$ cat config.mk
export PLATFORM = sky130hd
export DESIGN_NAME = qenc_front
export DESIGN_NICKNAME = d
export VERILOG_FILES = /design/src/rtl/qenc_pkg.sv /design/src/rtl/qenc_sync.sv /design/src/rtl/qenc_filter.sv /design/src/rtl/qenc_decoder.sv /design/src/rtl/qenc_front.sv
export SDC_FILE = /design/constraint.sdc
export NUM_CORES = 1
export LEC_CHECK = 0
export CORE_UTILIZATION = 60
export DETAILED_ROUTE_END_ITERATION = 10
export HOLD_SLACK_MARGIN = 0.08
export PLACE_DENSITY = 0.92
export SYNTH_ARGS = -nofsm -noshare
export SYNTH_HDL_FRONTEND = slang
export SYNTH_SLANG_ARGS = --single-unit
export TNS_END_PERCENT = 100
$ cat constraint.sdc
create_clock -name clk -period 5.3 [get_ports clk]
set_clock_uncertainty 0.05 [all_clocks]
set_input_delay 0.795 -clock clk [delete_from_list [all_inputs] [get_ports clk]]
set_output_delay 0.795 -clock clk [all_outputs]
set_load 0.05 [all_outputs]
$ cat src/rtl/qenc_pkg.sv
package qenc_pkg;

   typedef enum logic [1:0] {
      STEP_NONE,
      STEP_FWD,
      STEP_BWD,
      STEP_JUMP
   } step_e;

   // position on the four-state ring 00,01,11,10
   function automatic logic [1:0] ring_pos(input logic [1:0] ab);
      return {ab[1], ab[1] ^ ab[0]};
   endfunction

   function automatic step_e classify(input logic [1:0] old_ab, input logic [1:0] new_ab);
      logic [1:0] d;
      d = ring_pos(new_ab) - ring_pos(old_ab);
      case (d)
         2'd0:    return STEP_NONE;
         2'd1:    return STEP_FWD;
         2'd3:    return STEP_BWD;
         default: return STEP_JUMP;
      endcase
   endfunction

endpackage

$ cat src/rtl/qenc_sync.sv
module qenc_sync #(
   parameter int WIDTH  = 3,
   parameter int STAGES = 2
) (
   input  logic             clk,
   input  logic             rst,
   input  logic [WIDTH-1:0] d,
   output logic [WIDTH-1:0] q
);

   generate
      if (STAGES < 2) begin : g_bad_stages
         $error("qenc_sync: STAGES must be at least 2");
      end
   endgenerate

   logic [WIDTH-1:0] stg [STAGES];

   always_ff @(posedge clk) begin
      if (rst) begin
         for (int s = 0; s < STAGES; s++) stg[s] <= '0;
      end else begin
         stg[0] <= d;
         for (int s = 1; s < STAGES; s++) stg[s] <= stg[s-1];
      end
   end

   assign q = stg[STAGES-1];

endmodule

$ cat src/rtl/qenc_filter.sv
module qenc_filter #(
   parameter int FILT_W = 6
) (
   input  logic              clk,
   input  logic              rst,
   input  logic              din,
   input  logic [FILT_W-1:0] len,
   output logic              dout
);

   localparam logic [FILT_W-1:0] FILT_ONE = FILT_W'(1);

   logic [FILT_W-1:0] run;

   always_ff @(posedge clk) begin
      if (rst) begin
         dout <= 1'b0;
         run  <= '0;
      end else if (din == dout) begin
         run <= '0;
      end else if (run >= len) begin
         dout <= din;
         run  <= '0;
      end else begin
         run <= run + FILT_ONE;
      end
   end


   filt_follow_chk: assert property (@(posedge clk) disable iff (rst)
      (dout != $past(dout)) |-> ($past(din) != $past(dout)));

endmodule

$ cat src/rtl/qenc_decoder.sv
module qenc_decoder
   import qenc_pkg::*;
#(
   parameter int MISS_W = 4
) (
   input  logic              clk,
   input  logic              rst,
   input  logic              en,
   input  logic              both_edges,
   input  logic              transparent,
   input  logic              fix_en,
   input  logic [MISS_W-1:0] miss_lim,
   input  logic              miss_clr,
   input  logic              ph_a,
   input  logic              ph_b,
   input  logic              ph_idx,
   output logic              up,
   output logic              dn,
   output logic              idx_pulse,
   output logic              dir_fwd,
   output logic              miss_flag
);

   localparam logic [MISS_W-1:0] RUN_MAX = '1;
   localparam logic [MISS_W-1:0] RUN_ONE = MISS_W'(1);

   logic [1:0]        ab_q;
   logic              idx_q;
   logic [MISS_W-1:0] run_q, run_n;
   step_e             step;
   logic              a_moved, any_moved;
   logic              up_n, dn_n, dir_n, set_n;

   always_comb begin
      step      = classify(ab_q, {ph_a, ph_b});
      a_moved   = (ph_a != ab_q[1]);
      any_moved = ({ph_a, ph_b} != ab_q);
      up_n      = 1'b0;
      dn_n      = 1'b0;
      dir_n     = dir_fwd;
      set_n     = 1'b0;
      run_n     = run_q;
      if (!en) begin
         run_n = '0;
      end else if (transparent) begin
         up_n = both_edges ? any_moved : a_moved;
         if (any_moved) run_n = '0;
      end else begin
         case (step)
            STEP_FWD: begin
               up_n  = both_edges | a_moved;
               dir_n = 1'b1;
               run_n = '0;
            end
            STEP_BWD: begin
               dn_n  = both_edges | a_moved;
               dir_n = 1'b0;
               run_n = '0;
            end
            STEP_JUMP: begin
               if (fix_en) begin
                  up_n  = dir_fwd;
                  dn_n  = ~dir_fwd;
                  run_n = (run_q == RUN_MAX) ? run_q : run_q + RUN_ONE;
                  set_n = (miss_lim != '0) && (run_n >= miss_lim);
               end
            end
            default: ;
         endcase
      end
   end

   always_ff @(posedge clk) begin
      if (rst) begin
         ab_q      <= 2'b00;
         idx_q     <= 1'b0;
         run_q     <= '0;
         up        <= 1'b0;
         dn        <= 1'b0;
         idx_pulse <= 1'b0;
         dir_fwd   <= 1'b1;
         miss_flag <= 1'b0;
      end else begin
         ab_q      <= {ph_a, ph_b};
         idx_q     <= ph_idx;
         run_q     <= run_n;
         up        <= up_n;
         dn        <= dn_n;
         dir_fwd   <= dir_n;
         idx_pulse <= en & ph_idx & ~idx_q;
         if (set_n)         miss_flag <= 1'b1;
         else if (miss_clr) miss_flag <= 1'b0;
      end
   end


   up_dn_excl_chk: assert property (@(posedge clk) disable iff (rst) !(up && dn));


   transp_no_down_chk: assert property (@(posedge clk) disable iff (rst)
      $past(transparent) |-> !dn);


   off_quiet_chk: assert property (@(posedge clk) disable iff (rst)
      !$past(en) |-> (!up && !dn && !idx_pulse));


   idx_single_chk: assert property (@(posedge clk) disable iff (rst)
      idx_pulse |=> !idx_pulse);


   lim_zero_chk: assert property (@(posedge clk) disable iff (rst)
      $rose(miss_flag) |-> ($past(miss_lim) != '0));


   flag_sticky_chk: assert property (@(posedge clk) disable iff (rst)
      ($past(miss_flag) && !$past(miss_clr)) |-> miss_flag);

endmodule

$ cat src/rtl/qenc_front.sv
module qenc_front #(
   parameter int FILT_W      = 6,
   parameter int MISS_W      = 4,
   parameter int SYNC_STAGES = 2,
   parameter bit FILTER_IDX  = 1'b1
) (
   input  logic                     clk,
   input  logic                     rst,
   input  logic                     cfg_we,
   input  logic [9+FILT_W+MISS_W-1:0] cfg_wdata,
   input  logic                     miss_clr,
   input  logic                     enc_a,
   input  logic                     enc_b,
   input  logic                     enc_idx,
   output logic                     cnt_up,
   output logic                     cnt_dn,
   output logic                     idx_pulse,
   output logic                     dir_fwd,
   output logic                     miss_flag
);

   localparam int FLAG_BITS = 9;
   localparam int FILT_LSB  = FLAG_BITS;
   localparam int MISS_LSB  = FLAG_BITS + FILT_W;
   localparam int CFG_W     = FLAG_BITS + FILT_W + MISS_W;
   localparam int NCH       = 3;

   generate
      if (FILT_W < 1 || FILT_W > 16) begin : g_bad_filt
         $error("qenc_front: FILT_W out of range 1..16");
      end
      if (MISS_W < 1 || MISS_W > 8) begin : g_bad_miss
         $error("qenc_front: MISS_W out of range 1..8");
      end
   endgenerate

   logic [CFG_W-1:0] cfg_q;

   always_ff @(posedge clk) begin
      if (rst)         cfg_q <= '0;
      else if (cfg_we) cfg_q <= cfg_wdata;
   end

   logic              c_en, c_both, c_transp, c_swap, c_inv_a, c_inv_b, c_inv_idx, c_idx_sel, c_fix;
   logic [FILT_W-1:0] c_len;
   logic [MISS_W-1:0] c_lim;

   assign c_en      = cfg_q[0];
   assign c_both    = cfg_q[1];
   assign c_transp  = cfg_q[2];
   assign c_swap    = cfg_q[3];
   assign c_inv_a   = cfg_q[4];
   assign c_inv_b   = cfg_q[5];
   assign c_inv_idx = cfg_q[6];
   assign c_idx_sel = cfg_q[7];
   assign c_fix     = cfg_q[8];
   assign c_len     = cfg_q[FILT_LSB +: FILT_W];
   assign c_lim     = cfg_q[MISS_LSB +: MISS_W];

   // conditioning: invert first, then swap, index select from raw pins
   logic a_inv, b_inv;
   logic [NCH-1:0] cond, synced, filt;

   always_comb begin
      a_inv   = enc_a ^ c_inv_a;
      b_inv   = enc_b ^ c_inv_b;
      cond[0] = c_swap ? b_inv : a_inv;
      cond[1] = c_swap ? a_inv : b_inv;
      cond[2] = (c_idx_sel ? enc_b : enc_idx) ^ c_inv_idx;
   end

   qenc_sync #(.WIDTH(NCH), .STAGES(SYNC_STAGES)) u_sync (
      .clk (clk),
      .rst (rst),
      .d   (cond),
      .q   (synced)
   );

   generate
      for (genvar c = 0; c < 2; c++) begin : g_phase_filt
         qenc_filter #(.FILT_W(FILT_W)) u_filt (
            .clk  (clk),
            .rst  (rst),
            .din  (synced[c]),
            .len  (c_len),
            .dout (filt[c])
         );
      end
      if (FILTER_IDX) begin : g_idx_filt
         qenc_filter #(.FILT_W(FILT_W)) u_filt (
            .clk  (clk),
            .rst  (rst),
            .din  (synced[2]),
            .len  (c_len),
            .dout (filt[2])
         );
      end else begin : g_idx_raw
         assign filt[2] = synced[2];
      end
   endgenerate

   qenc_decoder #(.MISS_W(MISS_W)) u_dec (
      .clk         (clk),
      .rst         (rst),
      .en          (c_en),
      .both_edges  (c_both),
      .transparent (c_transp),
      .fix_en      (c_fix),
      .miss_lim    (c_lim),
      .miss_clr    (miss_clr),
      .ph_a        (filt[0]),
      .ph_b        (filt[1]),
      .ph_idx      (filt[2]),
      .up          (cnt_up),
      .dn          (cnt_dn),
      .idx_pulse   (idx_pulse),
      .dir_fwd     (dir_fwd),
      .miss_flag   (miss_flag)
   );

endmodule

==> impl_metrics.ini, run 1 <==
[global_route]
first_global_vias = 2170
grt_remaining_overflow = 0
grt_max_degree = 38
grt_antenna_before_repair = 0
grt_pass1_wl_mm = 9.74
grt_use_total_pct = 25.2

[synth]
ys_seq_elements = 58
ys_types = 43
yosysWarnings = 0
syn_inst = 300
synthTopCellsByArea = dfxtp_1, ha_1, mux2i_1
ys_seq_area_share_pct = 40.5
syn_area_mm2 = 0.00287
syn_area_per_cell_um2 = 9.56
ys.flop_type = dfxtp_1
netlist.area_leader.share_pct = 40.5
synthArstFlopShare_pct = 0
synth_top_area_cell = dfxtp_1
synth_fp_nets = 356
synth_edf_count = 0

[run_status]
outcome = completed

[cts]
cts.sinks = 58
post_cts_buffers = 0
cts_hold_buf = 0
clock_latency_ps = 340
clkTransAtPathRegs_ps = 60
cts_tree = yes
cts-root-buf = clkbuf_8
cts_buffers = 9
cts_resized = 0
h-tree-depth = 3
clockBufferDepth = 2

[floorplan]
core_area_mm2 = 0.00447
initial_utilization_pct = 64.1
fp.dieW_um = 71.1
ios = 31
rows = 24
dieArea_mm2 = 0.00506
fp.dieH_um = 71.1

[layout]
area_delta_synth_final_pct = 19.7
antennaDiodeCount = 0
mostFrequentLayoutCell = dfxtp_1
nNetsFinal = 390
n_fill_cell = 300
postLayoutCoreUtil_pct = 76.7
final_cell_mix = dfxtp_1, nor2_1, ha_1, clkdlybuf4s50_1, mux2i_1
drive_gt1_share_pct = 7.37

[placed_design]
dp_hpwl_mm = 4.08
port_buffers = 30
gp_congestion = 0.854

[critical_path]
cp_max_fo = 4
critPathLaunchType = register
path_class = reg -> out
slowest_stage = clkdlybuf4s50_1
critPathCaptureType = output port
arrival_ps = 1540
critPathMaxStageDelay_ps = 830
path_buf_inv = 1
r2r_slack_ps = 3060
crit_required_ps = 4450
cp_top_family = buffers and inverters
worstPathCellList = clkdlybuf4s50_1

[timing]
period_minus_slack_ps = 2380
tightest_slew_ps = 1110
finalSetupViolCount = 0
hold_viol = 0
slew_violations = 0
rsz0062_at_grt = no
max_freq_mhz = 419
period_share_pct = 45.0
relSlewSlack_pct = 25.8
finalSetupTns_ps = 0

[drt]
drt_first_iter_violations = 207
first_pass_iters = 4
viasPerCell = 5.71
drc = 0
ant_nets = 0
wl_per_cell_um = 14.7
routed_wl_mm = 5.73
num_vias = 2231

[min_path]
hp-class = reg -> reg

[power_and_ir_drop]
power_density_mw_per_mm2 = 301
p_leak_uw = 0.00148
ir_worst_vdd_v = 0.000255

[flow_run]
drv_cap = 0
[report_power, final]
| part | switching, uW | total, uW | internal [uW] |
|---|---|---|---|
| registers | 12.6 | 464 | 451 |
| logic | 48.7 | 101 | 51.8 |
| clock network | 178 | 469 | 290 |
[registers in the layout, indices dropped and copies added, names as in the netlist, 2 cells and up]
| name | flops |
|---|---|
| cfg_q | 19 |
| g_phase_filt.u_filt.run | 12 |
| g_idx_filt.u_filt.run | 6 |
| u_sync.stg | 6 |
| u_dec.run_q | 4 |
| g_phase_filt.u_filt.dout | 2 |
| u_dec.ab_q | 2 |
[metal layers]
layer,GRT usage [%],part of all wire (%),vias up
met1,29.9,45,1059
met5,0,0,-
met2,42.5,49,51
li1,-,-,1104
met3,5.13,3.0,17
met4,14.7,2.5,0
[Yosys cell counts, types with 2 or more instances]
| cell | instances |
|---|---|
| a21oi_1 | 12 |
| nand4_1 | 2 |
| a41o_1 | 2 |
| nor3_1 | 2 |
| a21o_1 | 5 |
| mux2i_1 | 22 |
| nand2_1 | 2 |
| xor2_1 | 11 |
| ha_1 | 30 |
| nand3b_1 | 3 |
| nor2b_1 | 9 |
| a211oi_1 | 2 |
| buf_1 | 2 |
| nor2_1 | 50 |
| buf_2 | 5 |
| xnor2_1 | 12 |
| o32a_1 | 2 |
| dfxtp_1 | 58 |
| a31oi_1 | 2 |
| and3_1 | 3 |
| nand3_1 | 11 |
| a2111oi_2 | 2 |
| inv_1 | 20 |
| nand2b_1 | 7 |
| o21ai_0 | 4 |
| mux2_2 | 3 |
[worst paths after layout]
kind                                                 start                          end  depth (start not counted)
hold / removal                      u_dec.idx_q$_SDFF_PP0_   u_dec.idx_pulse$_SDFF_PP0_                          1
setup / recovery                u_dec.dir_fwd$_SDFFE_PP1P_                      dir_fwd                          1
setup reg to reg  g_phase_filt[0].u_filt.dout$_SDFFE_PP0P_  u_dec.run_q[2]$_SDFFE_PP0P_                          8
hold reg to reg                     u_dec.idx_q$_SDFF_PP0_   u_dec.idx_pulse$_SDFF_PP0_                          1
[layout make-up]
type | instances | area, um^2 | share of cell area [%]
repair buffers | 31 | 308 | 8.97
well taps | 52 | 65.1 | 1.90
inverters | 20 | 75.1 | 2.19
clock buffers | 12 | 155 | 4.52
multi-input cells | 214 | 1600 | 46.5
flip-flops and latches | 58 | 1160 | 33.8
clock inverters | 4 | 73.8 | 2.15
[per-stage QoR]
stage	instances	setup WS [ps]	total power (uW)	hold slack [ps]	cell area (um^2)
floorplan	300	3310	536	323	2870
global placement	375	2800	567	342	3200
detailed placement	375	2730	572	328	3200
CTS	391	2910	1040	339	3430
global route	391	2880	1070	363	3430
finish	391	2920	1030	341	3430
[cell families (layout without fill, tap and decap cells)]
kind of cell / count (synthesis) / count (layout) / synth area share (%)
buf+inv: 28 / 67 / 3.88
mux: 25 / 25 / 8.86
simple gates: 95 / 95 / 16.0
xor+xnor: 24 / 24 / 7.59
fa+ha+maj: 30 / 30 / 13.1
flops: 58 / 58 / 40.5
compound gates: 40 / 40 / 10.1
Note: power is estimated with default switching activity, not from simulation.
==> run 2: changes to the inputs <==
--- a/config.mk
+++ b/config.mk
@@ -5,10 +5,10 @@
 export SDC_FILE = /design/constraint.sdc
 export NUM_CORES = 1
 export LEC_CHECK = 0
-export CORE_UTILIZATION = 60
+export CORE_UTILIZATION = 56
 export DETAILED_ROUTE_END_ITERATION = 10
 export HOLD_SLACK_MARGIN = 0.08
-export PLACE_DENSITY = 0.92
+export PLACE_DENSITY = 0.87
 export SYNTH_ARGS = -nofsm -noshare
 export SYNTH_HDL_FRONTEND = slang
 export SYNTH_SLANG_ARGS = --single-unit
==> constraint.sdc (replaced) <==
create_clock -name clk -period 2.3 [get_ports clk]
set_clock_uncertainty 0.05 [all_clocks]
set_input_delay 0.345 -clock clk [delete_from_list [all_inputs] [get_ports clk]]
set_output_delay 0.345 -clock clk [all_outputs]
set_load 0.05 [all_outputs]
==> run 2 against run 1 <==
Net effect:
- power grew 110%
- worst hold slack lost 3.7 ps
- via count shrank 1.1%
- sequential share of layout area is essentially flat
- utilization shrank 5.4 points
- clock power grew 94%
- cell count grew 4.1%
- first-iteration DRC count shrank 34%
- global-route usage shrank 1.8 points
- largest cell class unchanged
==> impl_metrics.ini, run 2 (synthesis gave the netlist of run 1 again) <==
[timing]
hold_slack_ps = 337
finalSetupTns_ps = 0
max_freq_mhz = 476
relSlewSlack_pct = 66.5
slew_violations = 0
tightest_slew_ps = 501
finalSetupViolCount = 0
period_share_pct = 91.4
hold_viol = 0
period_minus_slack_ps = 2100
rsz0062_at_grt = no

[drt]
routed_wl_mm = 5.55
first_pass_iters = 4
drc = 0
num_vias = 2206
viasPerCell = 5.42
ant_nets = 0
drt_first_iter_violations = 136
wl_per_cell_um = 13.6

[layout]
top_regs = cfg_q: 19 flops, g_phase_filt.u_filt.run: 12 flops
area_delta_synth_final_pct = 19.9
final_area_mm2 = 0.00344
n_fill_cell = 364
final_cell_mix = dfxtp_1, nor2_1, clkdlybuf4s50_1
drive_gt1_share_pct = 8.24
largest_reg_flops = 19
antennaDiodeCount = 0
mostFrequentLayoutCell = dfxtp_1
nNetsFinal = 392
largest-register = cfg_q
stdcell_count = 407

[cts]
h-tree-depth = 3
cts.sinks = 58
cts-root-buf = clkbuf_8
clkTransAtPathRegs_ps = 60
clock_latency_ps = 340
cts_buffers = 9
clockBufferDepth = 2
cts_tree = yes

[flow_run]
drv_cap = 0

[placed_design]
dp_hpwl_mm = 4.02
dp_cells = 392
place_area_mm2 = 0.00324
gp_congestion = 0.875
port_buffers = 30

[floorplan]
dieArea_mm2 = 0.00541
ios = 31
core_area_mm2 = 0.00482
fp.dieW_um = 73.6
initial_utilization_pct = 59.5
rows = 25
fp.dieH_um = 73.6

[power_and_ir_drop]
power_density_mw_per_mm2 = 644
ir_worst_vdd_v = 0.000523
p_leak_uw = 0.00147

[global_route]
grt_remaining_overflow = 0
grt_pass1_wl_mm = 9.33
grt_use_total_pct = 23.5
first_global_vias = 2058
grt_antenna_before_repair = 0
grt_max_degree = 22

[critical_path]
r2r-start = g_phase_filt[0].u_filt.dout$_SDFFE_PP0P_
startpoint = g_phase_filt[0].u_filt.dout$_SDFFE_PP0P_
path_class = reg -> reg
critPathLaunchType = register
arrival_ps = 2270
cp_max_fo = 7
crit_required_ps = 2460
critPathCaptureType = register

[min_path]
hp-class = reg -> reg
min_from = u_dec.idx_q$_SDFF_PP0_

[run_status]
outcome = completed
==> run 2: changes by cell type in the layout (fill, tap and decap cells not counted) <==
cell,delta
ha_1,-1
nor3_1,-1
bufinv_16,-1
ha_2,+1
clkinv_4,-1
xnor2_2,+1
clkbuf_8,-1
xnor2_1,-1
clkinv_2,+1
clkbuf_1,+1
nor3_2,+1
buf_4,+2
==> run 2: area by class of cell <==
| cell class | instances | area (um^2) | share of cell area, % |
|---|---|---|---|
| Timing Repair Buffer | 33 | 323 | 9.39 |
| Clock buffer | 12 | 145 | 4.22 |
| Tap cell | 67 | 83.8 | 2.44 |
| Clock inverter | 3 | 40.0 | 1.16 |
| Multi-Input combinational cell | 214 | 1610 | 46.8 |
| Sequential cell | 58 | 1160 | 33.8 |
| Inverter | 20 | 75.1 | 2.18 |
==> run 2: critical path, cell delays in order, from the launching register on <==
cell,delay [ps]
dfxtp_1,440
xnor2_1,100
ha_1,230
xnor2_2,160
ha_2,220
or2_2,270
a21oi_1,240
o32a_1,200
nor2_1,50
==> run 2: stage by stage <==
| step | setup WS [ps] | util (%) | total power, uW |
|---|---|---|---|
| 2_1_floorplan | 306 | - | 1230 |
| 3_3_place_gp | 221 | 67.2 | 1310 |
| 3_5_place_dp | 153 | 67.2 | 1320 |
| 4_1_cts | 131 | 71.1 | 2220 |
| 5_1_grt | 16.5 | 71.4 | 2290 |
| 6_report | 198 | 71.4 | 2210 |
==> run 2: metal layers <==
metal / wire [um] / global-route usage (%)
met1: 2650 / 29.7
met4: 115 / 12.2
met3: 179 / 5.76
met5: 0 / 0
met2: 2610 / 36.9
==> run 2: what timing repair did <==
item,in CTS,in global routing
resized for setup,0,3
hold endpoints to repair,0,0
endpoints found under the setup margin,0,5
hold buffers,0,0
setup buffers,0,0
==> run 2: power by group <==
part / switching [uW] / internal (uW)
clock network: 389 / 521
logic: 113 / 122
registers: 29.4 / 1040
==> run 2: final timing paths <==
| path | endpoint | cells past startpoint | slack, ps |
|---|---|---|---|
| worst min-delay path | u_dec.idx_pulse$_SDFF_PP0_ | 1 | 340 |
| worst max-delay path | u_dec.run_q[1]$_SDFFE_PP0P_ | 8 | 200 |
| worst min register to register | u_dec.idx_pulse$_SDFF_PP0_ | 1 | 340 |
| worst max register to register | u_dec.run_q[1]$_SDFFE_PP0P_ | 8 | 200 |
==> run 3: changes to the inputs <==
--- a/config.mk
+++ b/config.mk
@@ -5,10 +5,12 @@
 export SDC_FILE = /design/constraint.sdc
 export NUM_CORES = 1
 export LEC_CHECK = 0
-export CORE_UTILIZATION = 56
+export CELL_PAD_IN_SITES_DETAIL_PLACEMENT = 2
+export CELL_PAD_IN_SITES_GLOBAL_PLACEMENT = 2
+export CORE_UTILIZATION = 35
 export DETAILED_ROUTE_END_ITERATION = 10
 export HOLD_SLACK_MARGIN = 0.08
-export PLACE_DENSITY = 0.87
+export PLACE_DENSITY = 0.86
 export SYNTH_ARGS = -nofsm -noshare
 export SYNTH_HDL_FRONTEND = slang
 export SYNTH_SLANG_ARGS = --single-unit
==> run 3 against run 2 <==
Net effect:
- global-route usage fell by 3.2 points
- sequential power barely moved
- combinational power is 7% higher
- non-clock buffer count is 1 higher
- setup slack lost 51 ps
- sequential cell count stayed put
- via count increased by 2.6%
- power grew 4.1%
- largest cell class unchanged
==> impl_metrics.ini, run 3 (synthesis gave the netlist of run 1 again) <==
[timing]
finalSetupViolCount = 0
max_freq_mhz = 465
relSlewSlack_pct = 64.1
rsz0062_at_grt = no
tightest_slew_ps = 537
hold_viol = 0
period_share_pct = 93.6
finalSetupTns_ps = 0
slew_violations = 0
period_minus_slack_ps = 2150
timing.final.ws_setup_ps = 147

[power_and_ir_drop]
power_density_mw_per_mm2 = 657
p_clk_share_pct = 42.5
p_int_uw = 1670
p_leak_uw = 0.00148
ir_worst_vdd_v = 0.000351
seqPwrFrac_pct = 46.5
power_frac_comb_pct = 11.0
p_total_uw = 2300
p_sw_share_pct = 27.5
net-switching-power_uw = 635

[drt]
viasPerCell = 5.10
ant_nets = 0
first_pass_iters = 4
num_vias = 2263
wl_per_cell_um = 17.6
drc = 0
drt_first_iter_violations = 57
routed_wl_mm = 7.81

[global_route]
grt_max_degree = 24
grt_remaining_overflow = 0
grt_antenna_before_repair = 0
grt_use_total_pct = 20.2
grt_pass1_wl_mm = 13.0
first_global_vias = 2579

[cts]
clkTransAtPathRegs_ps = 80
cts_hold_buf = 0
post_cts_buffers = 0
cts.sinks = 58
cts_buffers = 9
cts_tree = yes
clockBufferDepth = 2
h-tree-depth = 3
cts-root-buf = clkbuf_8
clock_latency_ps = 350

[min_path]
hp-class = reg -> reg

[floorplan]
rows = 32
fp.dieW_um = 92.5
core_area_mm2 = 0.00781
initial_utilization_pct = 36.7
ios = 31
fp.dieH_um = 92.5
dieArea_mm2 = 0.00856

[run_status]
outcome = completed

[placed_design]
dp_slack_ps = 64.7
port_buffers = 30
dp_hpwl_mm = 5.51
gp_congestion = 0.765

[critical_path]
critPathCaptureType = register
arrival_ps = 2390
crit_required_ps = 2530
cp_max_fo = 7
critPathLaunchType = register
path_class = reg -> reg

[layout]
top_regs = cfg_q: 19 flops, g_phase_filt.u_filt.run: 12 flops
nNetsFinal = 393
mostFrequentLayoutCell = dfxtp_1
final_cell_mix = dfxtp_1, nor2_1, clkdlybuf4s50_1
largest-register = cfg_q
antennaDiodeCount = 0
drive_gt1_share_pct = 9.65
largest_reg_flops = 19
n_fill_cell = 819
regArea_mm2 = 0.00116
multi_input_area_mm2 = 0.00161
area_delta_synth_final_pct = 22.3

[flow_run]
drv_cap = 0
==> run 3: through the flow <==
step	util, %	instances	area (um^2)	hold WS [ps]
after floorplan	-	300	2870	323
after global placement	42.1	428	3290	332
after detailed placement	42.1	428	3290	352
after CTS	44.8	444	3490	357
after global routing	44.9	444	3510	371
final	44.9	444	3510	353
==> run 3: path summary, 6_finish.rpt <==
kind,startpoint,endpoint,slack (ps),cells past startpoint
max,g_phase_filt[1].u_filt.dout$_SDFFE_PP0P_,u_dec.run_q[2]$_SDFFE_PP0P_,150,8
min,u_dec.idx_q$_SDFF_PP0_,u_dec.idx_pulse$_SDFF_PP0_,350,1
max reg2reg,g_phase_filt[1].u_filt.dout$_SDFFE_PP0P_,u_dec.run_q[2]$_SDFFE_PP0P_,150,8
min reg2reg,u_dec.idx_q$_SDFF_PP0_,u_dec.idx_pulse$_SDFF_PP0_,350,1
==> run 3: power by group through the flow <==
stage                     Clock, uW  Sequential, uW  Combinational (uW)
final                           980            1070                 253
after global routing           1030            1080                 280
after CTS                       995            1070                 255
after detailed placement          0            1090                 244
after global placement            0            1090                 228
after floorplan                   0            1080                 153
==> run 3: cell type report <==
cell class,count,share of cell area (%)
Multi-Input combinational cell,214,45.9
Sequential cell,58,33.1
Timing Repair Buffer,34,9.42
Tap cell,102,3.64
Clock buffer,9,3.53
Clock inverter,7,2.25
Inverter,20,2.14
==> run 3: repair_timing <==
item                                    in CTS  in global routing
endpoints found under the setup margin       1                  4
pin swaps                                    0                  1
gates resized for setup                      1                  3
==> run 3: critical path, cell delays in order (launching register included) <==
cell and delay, ps:
dfxtp_1 430, xnor2_1 120, ha_1 240, xnor2_2 220
ha_2 290, or2_2 140, a21oi_1 90, or3b_1 390
a21oi_1 120
==> run 3: metal layers <==
layer  up-vias  wire, um  global-route usage, %
met4         0       138                   7.42
met1      1107      3480                   24.0
met2        34      4030                   35.6
met3        13       164                   4.19
li1       1109         -                      -
met5         -         0                      0
